<file path="src/rtl/ccc_pkg.sv">
package ccc_pkg;

  localparam int FLAG_W   = 4;
  localparam int FL_SUP   = 0;
  localparam int FL_UNS   = 1;
  localparam int FL_SADR  = 2;
  localparam int FL_DADR  = 3;

  typedef enum logic [3:0] {
    GS_NONE   = 4'd0,
    GS_PID    = 4'd1,
    GS_BCR    = 4'd2,
    GS_DCR    = 4'd3,
    GS_STAT   = 4'd4,
    GS_MRL    = 4'd5,
    GS_MWL    = 4'd6,
    GS_MXDS   = 4'd7,
    GS_RSTACT = 4'd8
  } get_src_e;

  typedef enum logic [2:0] {
    OP_NONE,
    OP_EVT_ON,
    OP_EVT_OFF,
    OP_DA_RESET,
    OP_SET_RD,
    OP_SET_WR,
    OP_OTHER
  } op_e;

  function automatic logic code_is_direct(input logic [7:0] c);
    return c[7];
  endfunction

  function automatic logic code_known(input logic [7:0] c);
    case (c)
      8'h00, 8'h01, 8'h06, 8'h07, 8'h09, 8'h0A, 8'h0C, 8'h2A: return 1'b1;
      8'h80, 8'h81, 8'h86, 8'h88, 8'h89, 8'h8A, 8'h8B, 8'h8C,
      8'h8D, 8'h8E, 8'h8F, 8'h90, 8'h94, 8'h9A:               return 1'b1;
      default:                                                return 1'b0;
    endcase
  endfunction

  function automatic op_e code_op(input logic [7:0] c);
    if (!code_known(c)) return OP_NONE;
    case (c[6:0])
      7'h00:   return OP_EVT_ON;
      7'h01:   return OP_EVT_OFF;
      7'h06:   return OP_DA_RESET;
      7'h0A:   return OP_SET_RD;
      7'h09:   return OP_SET_WR;
      default: return OP_OTHER;
    endcase
  endfunction

  function automatic get_src_e code_get(input logic [7:0] c);
    case (c)
      8'h8D:   return GS_PID;
      8'h8E:   return GS_BCR;
      8'h8F:   return GS_DCR;
      8'h90:   return GS_STAT;
      8'h8C:   return GS_MRL;
      8'h8B:   return GS_MWL;
      8'h94:   return GS_MXDS;
      8'h9A:   return GS_RSTACT;
      default: return GS_NONE;
    endcase
  endfunction

  // Event enable update: {hj, ibi} with selected bits set or cleared
  function automatic logic [1:0] evt_next(input logic [1:0] cur,
                                          input logic       hj_sel,
                                          input logic       ibi_sel,
                                          input logic       turn_on);
    logic [1:0] m;
    m = {hj_sel, ibi_sel};
    return turn_on ? (cur | m) : (cur & ~m);
  endfunction

endpackage

</file>
<file path="src/rtl/ccc_classify.sv">
module ccc_classify
  import ccc_pkg::*;
(
  input  logic [7:0] code,
  output logic       direct,
  output logic       known,
  output op_e        op,
  output get_src_e   get
);
  always_comb begin
    direct = code_is_direct(code);
    known  = code_known(code);
    op     = code_op(code);
    get    = code_get(code);
  end
endmodule

</file>
<file path="src/rtl/ccc_txn.sv">
module ccc_txn #(
  parameter int IDX_W = 2
) (
  input  logic             clk,
  input  logic             rst_n,
  input  logic             cmd_vld,
  input  logic             in_direct,
  input  logic             cmd_done,
  input  logic             adr_vld,
  input  logic             adr_hit,
  input  logic             cap_direct,
  input  logic             wr_vld,
  output logic             in_ccc,
  output logic             sel,
  output logic [IDX_W-1:0] idx,
  output logic             pay_take
);
  localparam logic [IDX_W-1:0] IDX_MAX = '1;

  logic adr_in_cmd;

  always_comb begin
    adr_in_cmd = adr_vld && in_ccc && cap_direct && !cmd_vld;
    pay_take   = wr_vld && in_ccc && sel && !cmd_vld && !adr_vld;
  end

  always_ff @(posedge clk or negedge rst_n) begin
    if (!rst_n) begin
      in_ccc <= 1'b0;
      sel    <= 1'b0;
      idx    <= '0;
    end else begin
      if (cmd_vld) begin
        in_ccc <= 1'b1;
        sel    <= !in_direct;
        idx    <= '0;
      end else if (cmd_done) begin
        in_ccc <= 1'b0;
        sel    <= 1'b0;
        idx    <= '0;
      end else if (adr_in_cmd) begin
        sel    <= adr_hit;
        idx    <= '0;
      end else if (pay_take && idx != IDX_MAX) begin
        idx    <= idx + 1'b1;
      end
    end
  end
endmodule

</file>
<file path="src/rtl/ccc_flags.sv">
module ccc_flags #(
  parameter int FW = 4
) (
  input  logic          clk,
  input  logic          rst_n,
  input  logic [FW-1:0] set_vec,
  input  logic          clr_we,
  input  logic [FW-1:0] clr_mask,
  output logic [FW-1:0] flags
);
  logic [FW-1:0] clr_eff;

  always_comb clr_eff = clr_we ? clr_mask : '0;

  always_ff @(posedge clk or negedge rst_n) begin
    if (!rst_n) flags <= '0;
    else        flags <= (flags & ~clr_eff) | set_vec;
  end
endmodule

</file>
<file path="src/rtl/ccc_cfg.sv">
module ccc_cfg
  import ccc_pkg::*;
#(
  parameter int             LEN_W       = 16,
  parameter int             IBI_W       = 8,
  parameter int             IDX_W       = 2,
  parameter int             EVT_IBI_BIT = 0,
  parameter int             EVT_HJ_BIT  = 3,
  parameter logic [LEN_W-1:0] RST_RD    = 16'h0100,
  parameter logic [LEN_W-1:0] RST_WR    = 16'h0100,
  parameter logic [IBI_W-1:0] RST_IBI   = 8'h08
) (
  input  logic             clk,
  input  logic             rst_n,
  input  logic             pay_take,
  input  logic [IDX_W-1:0] idx,
  input  logic [7:0]       pay_byte,
  input  op_e              op,
  input  logic             da_reset,
  input  logic             da_assign,
  output logic             hj_en,
  output logic             ibi_en,
  output logic             dyn_adr_vld,
  output logic [LEN_W-1:0] rd_len,
  output logic [IBI_W-1:0] ibi_size,
  output logic [LEN_W-1:0] wr_len
);
  localparam int HI_W = LEN_W - 8;

  logic [HI_W-1:0] hi_stage;
  logic [1:0]      evt_nx;
  logic            take0, take1, take2;

  always_comb begin
    take0  = pay_take && (idx == IDX_W'(0));
    take1  = pay_take && (idx == IDX_W'(1));
    take2  = pay_take && (idx == IDX_W'(2));
    evt_nx = evt_next({hj_en, ibi_en}, pay_byte[EVT_HJ_BIT],
                      pay_byte[EVT_IBI_BIT], op == OP_EVT_ON);
  end

  always_ff @(posedge clk or negedge rst_n) begin
    if (!rst_n) begin
      hj_en       <= 1'b1;
      ibi_en      <= 1'b1;
      dyn_adr_vld <= 1'b0;
      rd_len      <= RST_RD;
      wr_len      <= RST_WR;
      ibi_size    <= RST_IBI;
      hi_stage    <= '0;
    end else begin
      if (da_reset)       dyn_adr_vld <= 1'b0;
      else if (da_assign) dyn_adr_vld <= 1'b1;

      if (take0 && (op == OP_EVT_ON || op == OP_EVT_OFF))
        {hj_en, ibi_en} <= evt_nx;

      if (take0 && (op == OP_SET_RD || op == OP_SET_WR))
        hi_stage <= pay_byte[HI_W-1:0];

      if (take1 && op == OP_SET_RD) rd_len <= {hi_stage, pay_byte};
      if (take1 && op == OP_SET_WR) wr_len <= {hi_stage, pay_byte};
      if (take2 && op == OP_SET_RD) ibi_size <= pay_byte[IBI_W-1:0];
    end
  end
endmodule

</file>
<file path="src/rtl/ccc_target_decoder.sv">
module ccc_target_decoder
  import ccc_pkg::*;
#(
  parameter int LEN_W = 16,
  parameter int IBI_W = 8
) (
  input  logic             clk,
  input  logic             rst_n,
  input  logic             cmd_vld,
  input  logic [7:0]       cmd_code,
  input  logic             cmd_done,
  input  logic             adr_vld,
  input  logic             adr_hit,
  input  logic             adr_dyn,
  input  logic             wr_vld,
  input  logic [7:0]       wr_byte,
  input  logic             da_assign,
  input  logic             clr_we,
  input  logic [3:0]       clr_mask,
  output logic [7:0]       cap_code,
  output logic [3:0]       flags,
  output logic             in_ccc,
  output logic             hj_en,
  output logic             ibi_en,
  output logic             dyn_adr_vld,
  output logic [LEN_W-1:0] rd_len,
  output logic [IBI_W-1:0] ibi_size,
  output logic [LEN_W-1:0] wr_len,
  output logic [3:0]       get_sel
);
  localparam int IDX_W = 2;

  logic       in_direct, in_known, cap_direct, cap_known;
  op_e        in_op, cap_op;
  get_src_e   in_get, cap_get;
  logic       sel, pay_take;
  logic [IDX_W-1:0] idx;

  // Named events for the checker
  logic             bc_evt, dc_evt, prv_hit, da_reset;
  logic [FLAG_W-1:0] set_vec;

  ccc_classify u_cls_in (
    .code(cmd_code), .direct(in_direct), .known(in_known),
    .op(in_op), .get(in_get)
  );

  ccc_classify u_cls_cap (
    .code(cap_code), .direct(cap_direct), .known(cap_known),
    .op(cap_op), .get(cap_get)
  );

  always_ff @(posedge clk or negedge rst_n) begin
    if (!rst_n)       cap_code <= '0;
    else if (cmd_vld) cap_code <= cmd_code;
  end

  ccc_txn #(.IDX_W(IDX_W)) u_txn (
    .clk(clk), .rst_n(rst_n), .cmd_vld(cmd_vld), .in_direct(in_direct),
    .cmd_done(cmd_done), .adr_vld(adr_vld), .adr_hit(adr_hit),
    .cap_direct(cap_direct), .wr_vld(wr_vld), .in_ccc(in_ccc),
    .sel(sel), .idx(idx), .pay_take(pay_take)
  );

  always_comb begin
    bc_evt   = cmd_vld && !in_direct;
    dc_evt   = adr_vld && adr_hit && in_ccc && cap_direct && !cmd_vld;
    prv_hit  = adr_vld && adr_hit && !in_ccc && !cmd_vld;
    da_reset = (bc_evt && in_op == OP_DA_RESET) ||
               (dc_evt && cap_op == OP_DA_RESET);
    set_vec          = '0;
    set_vec[FL_SUP]  = (bc_evt && in_known)  || (dc_evt && cap_known);
    set_vec[FL_UNS]  = (bc_evt && !in_known) || (dc_evt && !cap_known);
    set_vec[FL_SADR] = prv_hit && !adr_dyn;
    set_vec[FL_DADR] = prv_hit && adr_dyn;
    get_sel  = (in_ccc && sel && cap_direct) ? cap_get : GS_NONE;
  end

  ccc_flags #(.FW(FLAG_W)) u_flags (
    .clk(clk), .rst_n(rst_n), .set_vec(set_vec),
    .clr_we(clr_we), .clr_mask(clr_mask), .flags(flags)
  );

  ccc_cfg #(.LEN_W(LEN_W), .IBI_W(IBI_W), .IDX_W(IDX_W)) u_cfg (
    .clk(clk), .rst_n(rst_n), .pay_take(pay_take), .idx(idx),
    .pay_byte(wr_byte), .op(cap_op), .da_reset(da_reset),
    .da_assign(da_assign), .hj_en(hj_en), .ibi_en(ibi_en),
    .dyn_adr_vld(dyn_adr_vld), .rd_len(rd_len), .ibi_size(ibi_size),
    .wr_len(wr_len)
  );
endmodule

</file>
<file path="config.mk">
export PLATFORM = sky130hd
export DESIGN_NAME = ccc_target_decoder
export DESIGN_NICKNAME = d
export VERILOG_FILES = /design/src/rtl/ccc_pkg.sv /design/src/rtl/ccc_classify.sv /design/src/rtl/ccc_txn.sv /design/src/rtl/ccc_flags.sv /design/src/rtl/ccc_cfg.sv /design/src/rtl/ccc_target_decoder.sv
export SDC_FILE = /design/constraint.sdc
export NUM_CORES = 1
export LEC_CHECK = 0
export BUFFER_PORTS_ARGS = -buffer_cell sky130_fd_sc_hd__buf_2
export CORE_MARGIN = 2
export CORE_UTILIZATION = 40
export CTS_BUF_LIST = sky130_fd_sc_hd__clkbuf_2
export DETAILED_ROUTE_END_ITERATION = 6
export PLACE_DENSITY = 0.68
export SETUP_SLACK_MARGIN = 0.15
export SYNTH_ARGS = -nofsm -noshare
export SYNTH_HDL_FRONTEND = slang
export SYNTH_SLANG_ARGS = --single-unit
</file>
<file path="constraint.sdc">
create_clock -name clk -period 2.65 [get_ports clk]
set_input_delay 0.1325 -clock clk [delete_from_list [all_inputs] [get_ports clk]]
set_output_delay 0.1325 -clock clk [all_outputs]
set_load 0.05 [all_outputs]
</file>
# Word level (Yosys, flattened, before mapping)

Index checks and enable logic that the tools add are counted.

Bits in registers: 67
Word-level logic and storage cells: 155

Add/subtract/negate cells: 1
Eq/ne operators: 59
Muxes and demuxes: 21
Bitwise operators: 6
Reductions and logical operators: 56

Operators by type and width:

| cell               | count |
|---|---|
| $eq 8x8->1 const B | 28 |
| $eq 8x4->1 const B | 6 |
| $reduce_or 22->1   | 2 |
| $logic_and 1x1->1  | 33 |
| $eq 8x3->1 const B | 4 |
| $pmux 4 s8         | 1 |
| $pmux 3 s5         | 2 |
| $eq 7x4->1 const B | 4 |
| $eq 8x1->1 const B | 2 |
| $eq 8x6->1 const B | 2 |
| $logic_not 8->1    | 2 |
| $eq 7x1->1 const B | 2 |
| $eq 7x3->1 const B | 2 |
| $logic_not 7->1    | 2 |
| $mux 2             | 5 |
| $eq 3x2->1 const B | 3 |
| $mux 1             | 9 |
| $mux 4             | 2 |
| $logic_not 1->1    | 7 |
| $eq 3x3->1 const B | 2 |
| $mux 3             | 2 |
| $logic_or 1x1->1   | 5 |
| $and 4x4->4        | 1 |
| $not 4->4          | 1 |
| other kinds (13)   | 14 |

# Logic depth before layout (Yosys ltp)

Gate-level depths: netlist of run 1.

Word-level depth: 9
Depth in mapped cells: 7

# Hierarchy

From an unflattened synthesis of run 1, not the netlist that was laid out.

Cell total of the unflattened synthesis: 305
Area total of the unflattened synthesis: 3,606.0 µm²

Modules (own cells, without submodules):

| module             | times used | cells each | area each (µm²) | sequential area each (µm²) |
|---|---|---|---|---|
| ccc_cfg            | 1          | 122        | 2,037.0         | 1,282.5 |
| ccc_classify       | 2          | 57         | 374.1           | 0.0 |
| ccc_target_decoder | 1          | 36         | 444.2           | 200.2 |
| ccc_txn            | 1          | 21         | 231.5           | 100.1 |
| ccc_flags          | 1          | 12         | 145.1           | 100.1 |

# Worst setup path after synthesis of run 1

OpenSTA, ideal clock, no wires.

Path kind: reg2out
Start point: register cap_code[4]
End point: output get_sel[2]
Arrival: 2.746 ns
Slack: -0.229 ns
Stages on the path, launching flop included: 7
Buffers on the path: 1
Cell sequence: dfrtp_1 -> or3_1 -> buf_6 -> nor2_1 -> and2_1 -> o21ai_0 -> a211oi_1

Cells in the longest elaborated chain, start to end: 3

RTL lines:

| what                   | line                     | source |
|---|---|---|
| start, declared        | ccc_target_decoder.sv:20 | `output logic [7:0] cap_code,` |
| start signal, assigned | ccc_target_decoder.sv:55 | `else if (cmd_vld) cap_code <= cmd_code;` |
| $eq 8x8->1             | ccc_pkg.sv:57            | `case (c)` |
| $pmux 4 s8 *           | ccc_pkg.sv:57            |  |
| $mux 4 *               | ccc_target_decoder.sv:76 | `get_sel = (in_ccc && sel && cap_direct) ? cap_get : GS_NONE;` |
| end, declared          | ccc_target_decoder.sv:29 | `output logic [3:0] get_sel` |

Mark *: on every way between the ends. The rest lies on a longest branch, timed or not.

# Final worst setup path of run 1

Start point: register cap_code[3]
End point: output get_sel[0]

Same word-level chain as after synthesis.

==> results of run 1 <==
worst paths after layout:
kind,from,end,slack [ns],depth (start not counted)
setup / recovery,cap_code[3],get_sel[0],0.27,5
hold / removal,cmd_vld,u_txn.in_ccc,0.04,2
setup reg to reg,cap_code[4],u_cfg.hi_stage[2],0.43,4
hold reg to reg,u_cfg.rd_len[3],u_cfg.rd_len[3],0.52,1
max in group asynchronous,rst_n,cap_code[0],1.78,3
min in group asynchronous,rst_n,u_cfg.ibi_size[2],0.10,2
stage by stage:
step | cell area [um2] | total power (W) | hold WS, ns
finish | 4150 | 0.00198 | 0.0382
global route | 4150 | 0.00207 | 0.00575
CTS | 4130 | 0.00199 | 0.00408
detailed placement | 3720 | 0.00136 | 0.121
global placement | 3720 | 0.00135 | 0.113
floorplan | 3180 | 0.00125 | -0.163
metal layers:
metal	up-vias	wire length, um	track usage (%)
li1	1141	-	-
met1	1178	3190	21.8
met2	86	3390	29.2
met3	5	469	5.96
met4	0	54	4.29
met5	-	0	0
critical path, delay by kind of cell, from the launching register on:
| kind | cells | cell delay (ns) |
|---|---|---|
| compound gates | 2 | 0.66 |
| buf+inv | 1 | 0.23 |
| simple gates | 2 | 0.36 |
| flops | 1 | 0.51 |
logic make-up (layout without fill, tap and decap cells):
| group | after synthesis | in the layout | synth area share, % |
|---|---|---|---|
| adders and majority gates | 4 | 4 | 1.58 |
| xor gates and xnor gates | 4 | 4 | 1.11 |
| DFF | 67 | 67 | 53.1 |
| muxes | 59 | 59 | 22.1 |
| AOI/OAI and AO/OA | 25 | 25 | 5.77 |
| and+or+nand+nor | 69 | 69 | 13.2 |
| buffers and inverters | 18 | 146 | 3.16 |
registers in the layout, indices dropped and copies added, names as in the netlist, 2 cells and up, named ones only:
signal,flops
cap_code,8
u_cfg.hi_stage,8
u_cfg.ibi_size,8
u_cfg.rd_len,16
u_cfg.wr_len,16
u_flags.flags,4
u_txn.idx,2
what timing repair did:
item | 4_1_cts | 5_1_grt
gates resized for setup | 4 | 4
setup buffers | 0 | 1
endpoints found under the setup margin | 3 | 2
gates cloned | 0 | 0
pin swaps | 0 | 0
hold buffers | 28 | 0
endpoints found under the hold margin | 70 | 0
cells in the mapped netlist (all sizes together), types with 4 or more instances:
cell type	count	area share, %
dfrtp	62	49
clkbuf	5	0.59
mux2	58	22
o21ai	4	0.63
nor3	7	1.5
nand2b	5	0.99
ha	4	1.6
inv	6	0.71
nand3	6	1.5
dfstp	5	4.1
nand4b	4	1.6
nand2	15	1.8
nor2	13	1.5
buf	7	1.9
final cells by class:
class,instances,area [um2],area share [%]
Clock buffer,10,50.0,1.21
Clock inverter,6,66.3,1.60
Inverter,6,22.5,0.542
Multi-Input combinational cell,161,1410,34.0
Sequential cell,67,1690,40.6
Tap cell,102,128,3.07
Timing Repair Buffer,124,787,19.0
report_power, final:
part / switching [W] / leakage (nW) / internal [W]
Combinational: 0.000186 / 1.22 / 0.000114
Sequential: 0.0000314 / 0.884 / 0.00105
Clock: 0.000379 / 0.0658 / 0.000221
Total: 0.000597 / 2.17 / 0.00138
==> run metrics, run 1 <==
via/cell ratio 5.06; Initial DRC Count 55; peak per-stage delay on the critical path 0.51 ns; # diodes 0; period utilisation layout 89.7%; Post-Syn Area per Cell 12.9 um2; I/O pin cnt 90; Worst-path clk slew 0.19 ns; outcome finished, final reports clean; placed instance count 431; global placer's final weighted congestion 0.860; core area 7690 um2; die area 8650 um2; pwr/cell area 477 nW/um2; Worst Path Arrival 2.24 ns; hold crit path type in2reg; most common cell after layout, fill and taps aside buf_2; CP max FO 8; Final Critical Period 2.38 ns; Critical-path top delay cell dfrtp_1; Post-route DRC 0; Worst Path Required 2.52 ns; total gr overflow 0; f_max 421 MHz; DR pass1 iterations 4; Peak VDD IR 0.390 mV; Avg WL per Cell 14.9 um; Post-synth EDFFs 0; max-slew violations 0; async set or reset register ratio after synthesis 100%; Max Cap Viol 0; CP cell instances nand2b_1, o32ai_1, a221oi_1, nor3_2, clkbuf_4; routed wire length 7110 um; Site Rows 32; Most used DFF post-synth dfrtp_1; Worst-Margin Slew 0.596 ns; GRT Overall Usage 17.5%; IO Port Bufs 89; number of synthesized register bits 67; fillcell total 672; pin count of the biggest net entering global routing 27; leakage 2.17 nW; Distinct cells, synth 52; synthesized instance count 246; startpoint types flop; Die Height 93.0 um; number of global-route vias before repair 2373; unrepaired setup endpoints after global routing true; Max Buffers Root-to-Sink 2; Die Span X 93.0 um; Setup-failing EPs final 0; # clock sinks 67; most frequent cells in the layout 87 x buf_2, 60 x dfrtp_1, 48 x mux2_2; initial antenna violation count 0; CP Class reg2out; CTS tree done; CTS root buf clkbuf_2; fin nets 403; Warnings, synthesis 0; Final Hold Viols 0; Post-Syn Area 3170 um2; sequential fraction of the synthesis area 53.1%; DR vias 2410; Layout Utilization 54.0%; clk_lat worst skew 0.50 ns; Post-Route Skew 0.0185 ns; Slew headroom 60.2%; initial core utilization 41.2%; detailed placement HPWL 4980 um; Post-DRT Antenna Nets 0; fin cells 476; Worst setup EP type output port; Net Count, Synth 280; first-pass GRT wire length 11800 um; Setup WS pre-CTS 0.353 ns; share of cells above drive strength 1 49.7%; Area growth syn-to-layout 31.1%; cts bufs inserted 9; H-tree lvl count 3; Setup WS post-layout 0.273 ns; setup_tns 0 ns
(Power assumes the default switching activity.)
==> inputs of run 2 (changes only) <==
--- a/config.mk
+++ b/config.mk
@@ -6,11 +6,13 @@
 export NUM_CORES = 1
 export LEC_CHECK = 0
 export BUFFER_PORTS_ARGS = -buffer_cell sky130_fd_sc_hd__buf_2
+export CELL_PAD_IN_SITES_DETAIL_PLACEMENT = 0
+export CELL_PAD_IN_SITES_GLOBAL_PLACEMENT = 1
 export CORE_MARGIN = 2
 export CORE_UTILIZATION = 40
 export CTS_BUF_LIST = sky130_fd_sc_hd__clkbuf_2
 export DETAILED_ROUTE_END_ITERATION = 6
-export PLACE_DENSITY = 0.68
+export PLACE_DENSITY = 0.82
 export SETUP_SLACK_MARGIN = 0.15
 export SYNTH_ARGS = -nofsm -noshare
 export SYNTH_HDL_FRONTEND = slang
==> run 2 against run 1 <==
Net effect: maximum frequency barely moved; global-route usage is 0.16 points higher; critical path depth is the same; via count grew 1.3%; setup slack got worse by 0.00077 ns; sequential share of layout area decreased by 0.092 points; cell area is 0.30% higher.
==> run metrics, run 2 (synthesis gave the netlist of run 1 again) <==
global placer's final weighted congestion 0.787; Post-Route Skew 0.0315 ns; peak per-stage delay on the critical path 0.53 ns; initial core utilization 41.2%; total gr overflow 0; Site Rows 32; unrepaired setup endpoints after global routing false; worst r2r src cap_code[5]; setup_tns 0 ns; via/cell ratio 5.08; number of global-route vias before repair 2357; first-pass GRT wire length 11800 um; GRT Overall Usage 17.6%; CP Class reg2out; I/O pin cnt 90; Die Height 93.0 um; pwr/cell area 449 nW/um2; Worst Path Required 2.52 ns; CP bufs+invs 1; Initial DRC Count 139; share of cells above drive strength 1 50.7%; leakage 2.19 nW; register area 1690 um2; detailed placement HPWL 4920 um; Final Hold Viols 0; Post-DRT Antenna Nets 0; biggest regs u_cfg.rd_len: 16 flops, u_cfg.wr_len: 16 flops; DR pass1 iterations 4; Critical-path top delay cell dfrtp_2; most common cell after layout, fill and taps aside buf_2; Setup-failing EPs final 0; CTS root buf clkbuf_2; Area growth syn-to-layout 31.5%; area of the multi-input gates 1410 um2; Avg WL per Cell 15.0 um; f_max 421 MHz; core area 7690 um2; Max Cap Viol 0; most frequent cells in the layout 88 x buf_2, 59 x dfrtp_1, 48 x mux2_2; Peak VDD IR 0.260 mV; Setup WS pre-CTS 0.370 ns; hold crit path type in2async; # diodes 0; Setup WS post-layout 0.272 ns; outcome finished, final reports clean; pin count of the biggest net entering global routing 29; period utilisation layout 89.7%; clk_lat worst skew 0.50 ns; routed wire length 7240 um; fillcell total 678; CP max FO 13; CTS tree done; CP cell instances nand2b_1, o32ai_1, a221oi_1, nor3_2, buf_2; DR vias 2442; CP delay by family, top compound AO/OA/AOI/OAI gates; Slew headroom 60.5%; initial antenna violation count 0; cts bufs inserted 9; R2R cell count 5; IO Port Bufs 89; Worst-path clk slew 0.20 ns; die area 8650 um2; Die Span X 93.0 um; fin nets 408; startpoint types flop; r2r setup slk 0.30 ns; Post-route DRC 0; Worst-Margin Slew 0.593 ns; Reg-to-Reg End u_cfg.hi_stage[7]; max-slew violations 0; Final Critical Period 2.38 ns; H-tree lvl count 3; Max Buffers Root-to-Sink 2; Worst setup EP type output port; Worst Path Arrival 2.25 ns; # clock sinks 67
run 2: area by class of cell:
type	count	area share (%)
clock inverters	7	1.08
well taps	102	3.06
clock buffers	9	1.08
flip-flops and latches	67	40.5
multi-input cells	161	33.9
inverters	6	0.541
repair buffers	129	19.8
run 2: how the worst max path moves through the flow:
| stage | slack [ns] | depth (start not counted) | end | from |
|---|---|---|---|---|
| 6_report | 0.27 | 5 | get_sel[0] | cap_code[3] |
| 5_1_grt | 0.12 | 5 | get_sel[0] | cap_code[7] |
| 4_1_cts | 0.18 | 5 | get_sel[0] | cap_code[7] |
| 3_5_place_dp | 0.37 | 4 | u_cfg.hi_stage[7] | cap_code[5] |
| 3_3_place_gp | 0.43 | 4 | u_cfg.hi_stage[1] | cap_code[4] |
| 2_1_floorplan | 0.21 | 6 | get_sel[2] | cap_code[4] |
run 2: repair_timing:
action / in CTS / in global routing
endpoints found under the setup margin: 3 / 3
buffers inserted: 0 / 6
resized for setup: 4 / 5
hold endpoints to repair: 89 / 0
pin swaps: 0 / 3
hold buffers: 29 / 0
run 2: where the power goes:
part	switching, W	internal (W)
clock	0.000366	0.000120
combinational	0.000184	0.000118
sequential	0.0000340	0.00105
total	0.000584	0.00129
run 2: stage by stage:
stage / util [%] / std cells / instance area [um2] / hold slack (ns) / power (W)
global route: 54.2 / 481 / 4170 / 0.0534 / 0.00197
detailed placement: 48.4 / 430 / 3720 / 0.111 / 0.00135
floorplan: - / 246 / 3180 / -0.163 / 0.00125
CTS: 53.5 / 475 / 4110 / 0.0336 / 0.00188
finish: 54.2 / 481 / 4170 / 0.0698 / 0.00187
global placement: 48.4 / 430 / 3720 / 0.106 / 0.00135
run 2: worst reg2reg max path, stage by stage (launching register included):
cell     delay [ns]
dfrtp_2        0.47
or3_4          0.44
buf_4          0.17
nor3_4         0.32
and3_1         0.46
mux2_2         0.39
run 2: per-layer routing:
metal	vias to the layer above	track usage, %	routed length, um
li1	1162	-	-
met1	1196	22.5	3240
met2	74	28.5	3550
met3	10	5.80	365
met4	0	5.51	81
met5	-	0	0
==> inputs of run 3 (changes only) <==
--- a/config.mk
+++ b/config.mk
@@ -6,13 +6,14 @@
 export NUM_CORES = 1
 export LEC_CHECK = 0
 export BUFFER_PORTS_ARGS = -buffer_cell sky130_fd_sc_hd__buf_2
-export CELL_PAD_IN_SITES_DETAIL_PLACEMENT = 0
-export CELL_PAD_IN_SITES_GLOBAL_PLACEMENT = 1
+export CELL_PAD_IN_SITES_DETAIL_PLACEMENT = 2
+export CELL_PAD_IN_SITES_GLOBAL_PLACEMENT = 2
 export CORE_MARGIN = 2
-export CORE_UTILIZATION = 40
+export CORE_UTILIZATION = 35
 export CTS_BUF_LIST = sky130_fd_sc_hd__clkbuf_2
+export CTS_CLUSTER_SIZE = 20
 export DETAILED_ROUTE_END_ITERATION = 6
-export PLACE_DENSITY = 0.82
+export PLACE_DENSITY = 0.86
 export SETUP_SLACK_MARGIN = 0.15
 export SYNTH_ARGS = -nofsm -noshare
 export SYNTH_HDL_FRONTEND = slang
==> run 3 against run 2 <==
Net effect: hold slack got worse by 0.034 ns; critical path depth is the same; first-iteration DRC count grew 25%; core utilization decreased by 6.2 points; sequential power hardly changed; wire length is 61% higher; maximum frequency decreased by 6.2%; clock skew up 0.0032 ns; via count increased by 5.5%; combinational power up 8.6%; die area increased by 14%; setup slack got worse by 0.16 ns; critical path type unchanged.
==> run metrics, run 3 (synthesis gave the netlist of run 1 again) <==
CP Class reg2out; Setup WS pre-CTS 0.325 ns; Initial DRC Count 174; initial antenna violation count 1; Post-Route Skew 0.0347 ns; die area 9830 um2; area of the multi-input gates 1440 um2; Slew headroom 45.6%; Worst Path Arrival 2.40 ns; Peak VDD IR 0.308 mV; Die Height 99.1 um; Worst-path clk slew 0.18 ns; unrepaired setup endpoints after global routing true; met3 wire len 346 um; core area 8760 um2; highest routing layer actually used met4; CP cell instances nand4bb_2, o32ai_2, a221oi_2, nor3_2, buf_4; CTS tree done; initial core utilization 36.2%; r2r setup slk 0.30 ns; Worst Path Required 2.52 ns; CP bufs+invs 1; Worst-Margin Slew 0.816 ns; leakage 2.18 nW; IO Port Bufs 89; pin count of the biggest net entering global routing 36; Post-DRT Antenna Nets 0; startpoint types flop; CP max FO 5; Site Rows 34; routed wire length 11700 um; fin nets 404; Hold Slack 0.0358 ns; biggest regs u_cfg.rd_len: 16 flops, u_cfg.wr_len: 16 flops; Setup-failing EPs final 0; Max Buffers Root-to-Sink 2; CTS root buf clkbuf_2; via/cell ratio 5.32; Die Span X 99.1 um; setup_tns 0 ns; met2 routed WL 6200 um; max-slew violations 0; global placer's final weighted congestion 0.789; Setup WS post-layout 0.114 ns; number of global-route vias before repair 2910; Avg WL per Cell 24.1 um; most frequent cells in the layout 86 x buf_2, 56 x dfrtp_1, 48 x mux2_2; share of cells above drive strength 1 52.8%; period utilisation layout 95.7%; pwr/cell area 488 nW/um2; Final Critical Period 2.54 ns; first-pass GRT wire length 17200 um; DR pass1 iterations 4; f_max 394 MHz; cts bufs inserted 9; I/O pin cnt 90; H-tree lvl count 3; Critical-path top delay cell dfrtp_1; hold crit path type in2reg; DR vias 2577; GRT Overall Usage 23.4%; clk_lat worst skew 0.54 ns; Max Cap Viol 0; Metal-1 WL 4710 um; detailed placement HPWL 7210 um; Post-route DRC 0; Worst setup EP type output port; total gr overflow 0; Final Hold Viols 0; CP delay by family, top simple AND/OR/NAND/NOR gates; register area 1690 um2; Area growth syn-to-layout 32.7%; most common cell after layout, fill and taps aside buf_2; peak per-stage delay on the critical path 0.52 ns; # clock sinks 67; outcome finished, final reports clean; fillcell total 868
[run 3: cell types whose count changed in the layout (fill, tap and decap cells not counted), sizes merged]
| cell | before | now |
|---|---|---|
| buf | 100 | 99 |
| bufinv | 0 | 1 |
| clkbuf | 9 | 10 |
| clkinv | 6 | 2 |
| clkinvlp | 1 | 2 |
| diode | 0 | 1 |
| dlygate4sd3 | 29 | 26 |
| inv | 6 | 7 |
[run 3: worst reg2reg max path, stage by stage, from the launching register on]
cell and delay (ns):
dfrtp_2 0.50, or3_4 0.47, nor3_4 0.37, and3_1 0.51, mux2_2 0.42
[run 3: layer usage]
layer	GRT usage [%]	vias up
met1	27.5	1338
li1	-	1145
met3	3.16	22
met2	40.9	72
met4	13.2	0
met5	0	-
[run 3: worst paths after layout]
path                                        start                end  cells after the start
worst min register to register  u_cfg.ibi_size[0]  u_cfg.ibi_size[0]                      1
max in group asynchronous                   rst_n    u_cfg.wr_len[8]                      3
worst min-delay path                      adr_vld       u_txn.idx[0]                      4
worst max register to register        cap_code[5]  u_cfg.hi_stage[5]                      4
worst max-delay path                  cap_code[6]         get_sel[0]                      5
min in group asynchronous                   rst_n    u_cfg.wr_len[6]                      2
[run 3: through the flow]
step,utilization [%],cells,total power [W],cell area [um2]
floorplan,-,246,0.00125,3180
global placement,42.5,434,0.00136,3720
detailed placement,42.5,434,0.00137,3720
CTS,47.0,476,0.00203,4120
global route,48.0,484,0.00214,4200
finish,48.0,484,0.00205,4200
[run 3: layout make-up]
class | count | area share [%]
antenna | 1 | 0.0595
clock buffer | 10 | 1.19
clock inverter | 6 | 1.52
inverter | 6 | 0.536
multi-input combinational | 161 | 34.1
sequential | 67 | 40.2
tap | 108 | 3.21
timing repair buffer | 125 | 19.1
[run 3: repair_timing]
action | 4_1_cts | 5_1_grt
buffers inserted | 0 | 7
endpoints found under the setup margin | 3 | 3
pin swaps | 0 | 3
resized for setup | 8 | 11
endpoints found under the hold margin | 80 | 0
hold buffers | 26 | 0
[run 3: power breakdown]
part | switching, W | internal, W
clock network | 0.000407 | 0.000221
registers | 0.0000476 | 0.00105
logic | 0.000210 | 0.000119
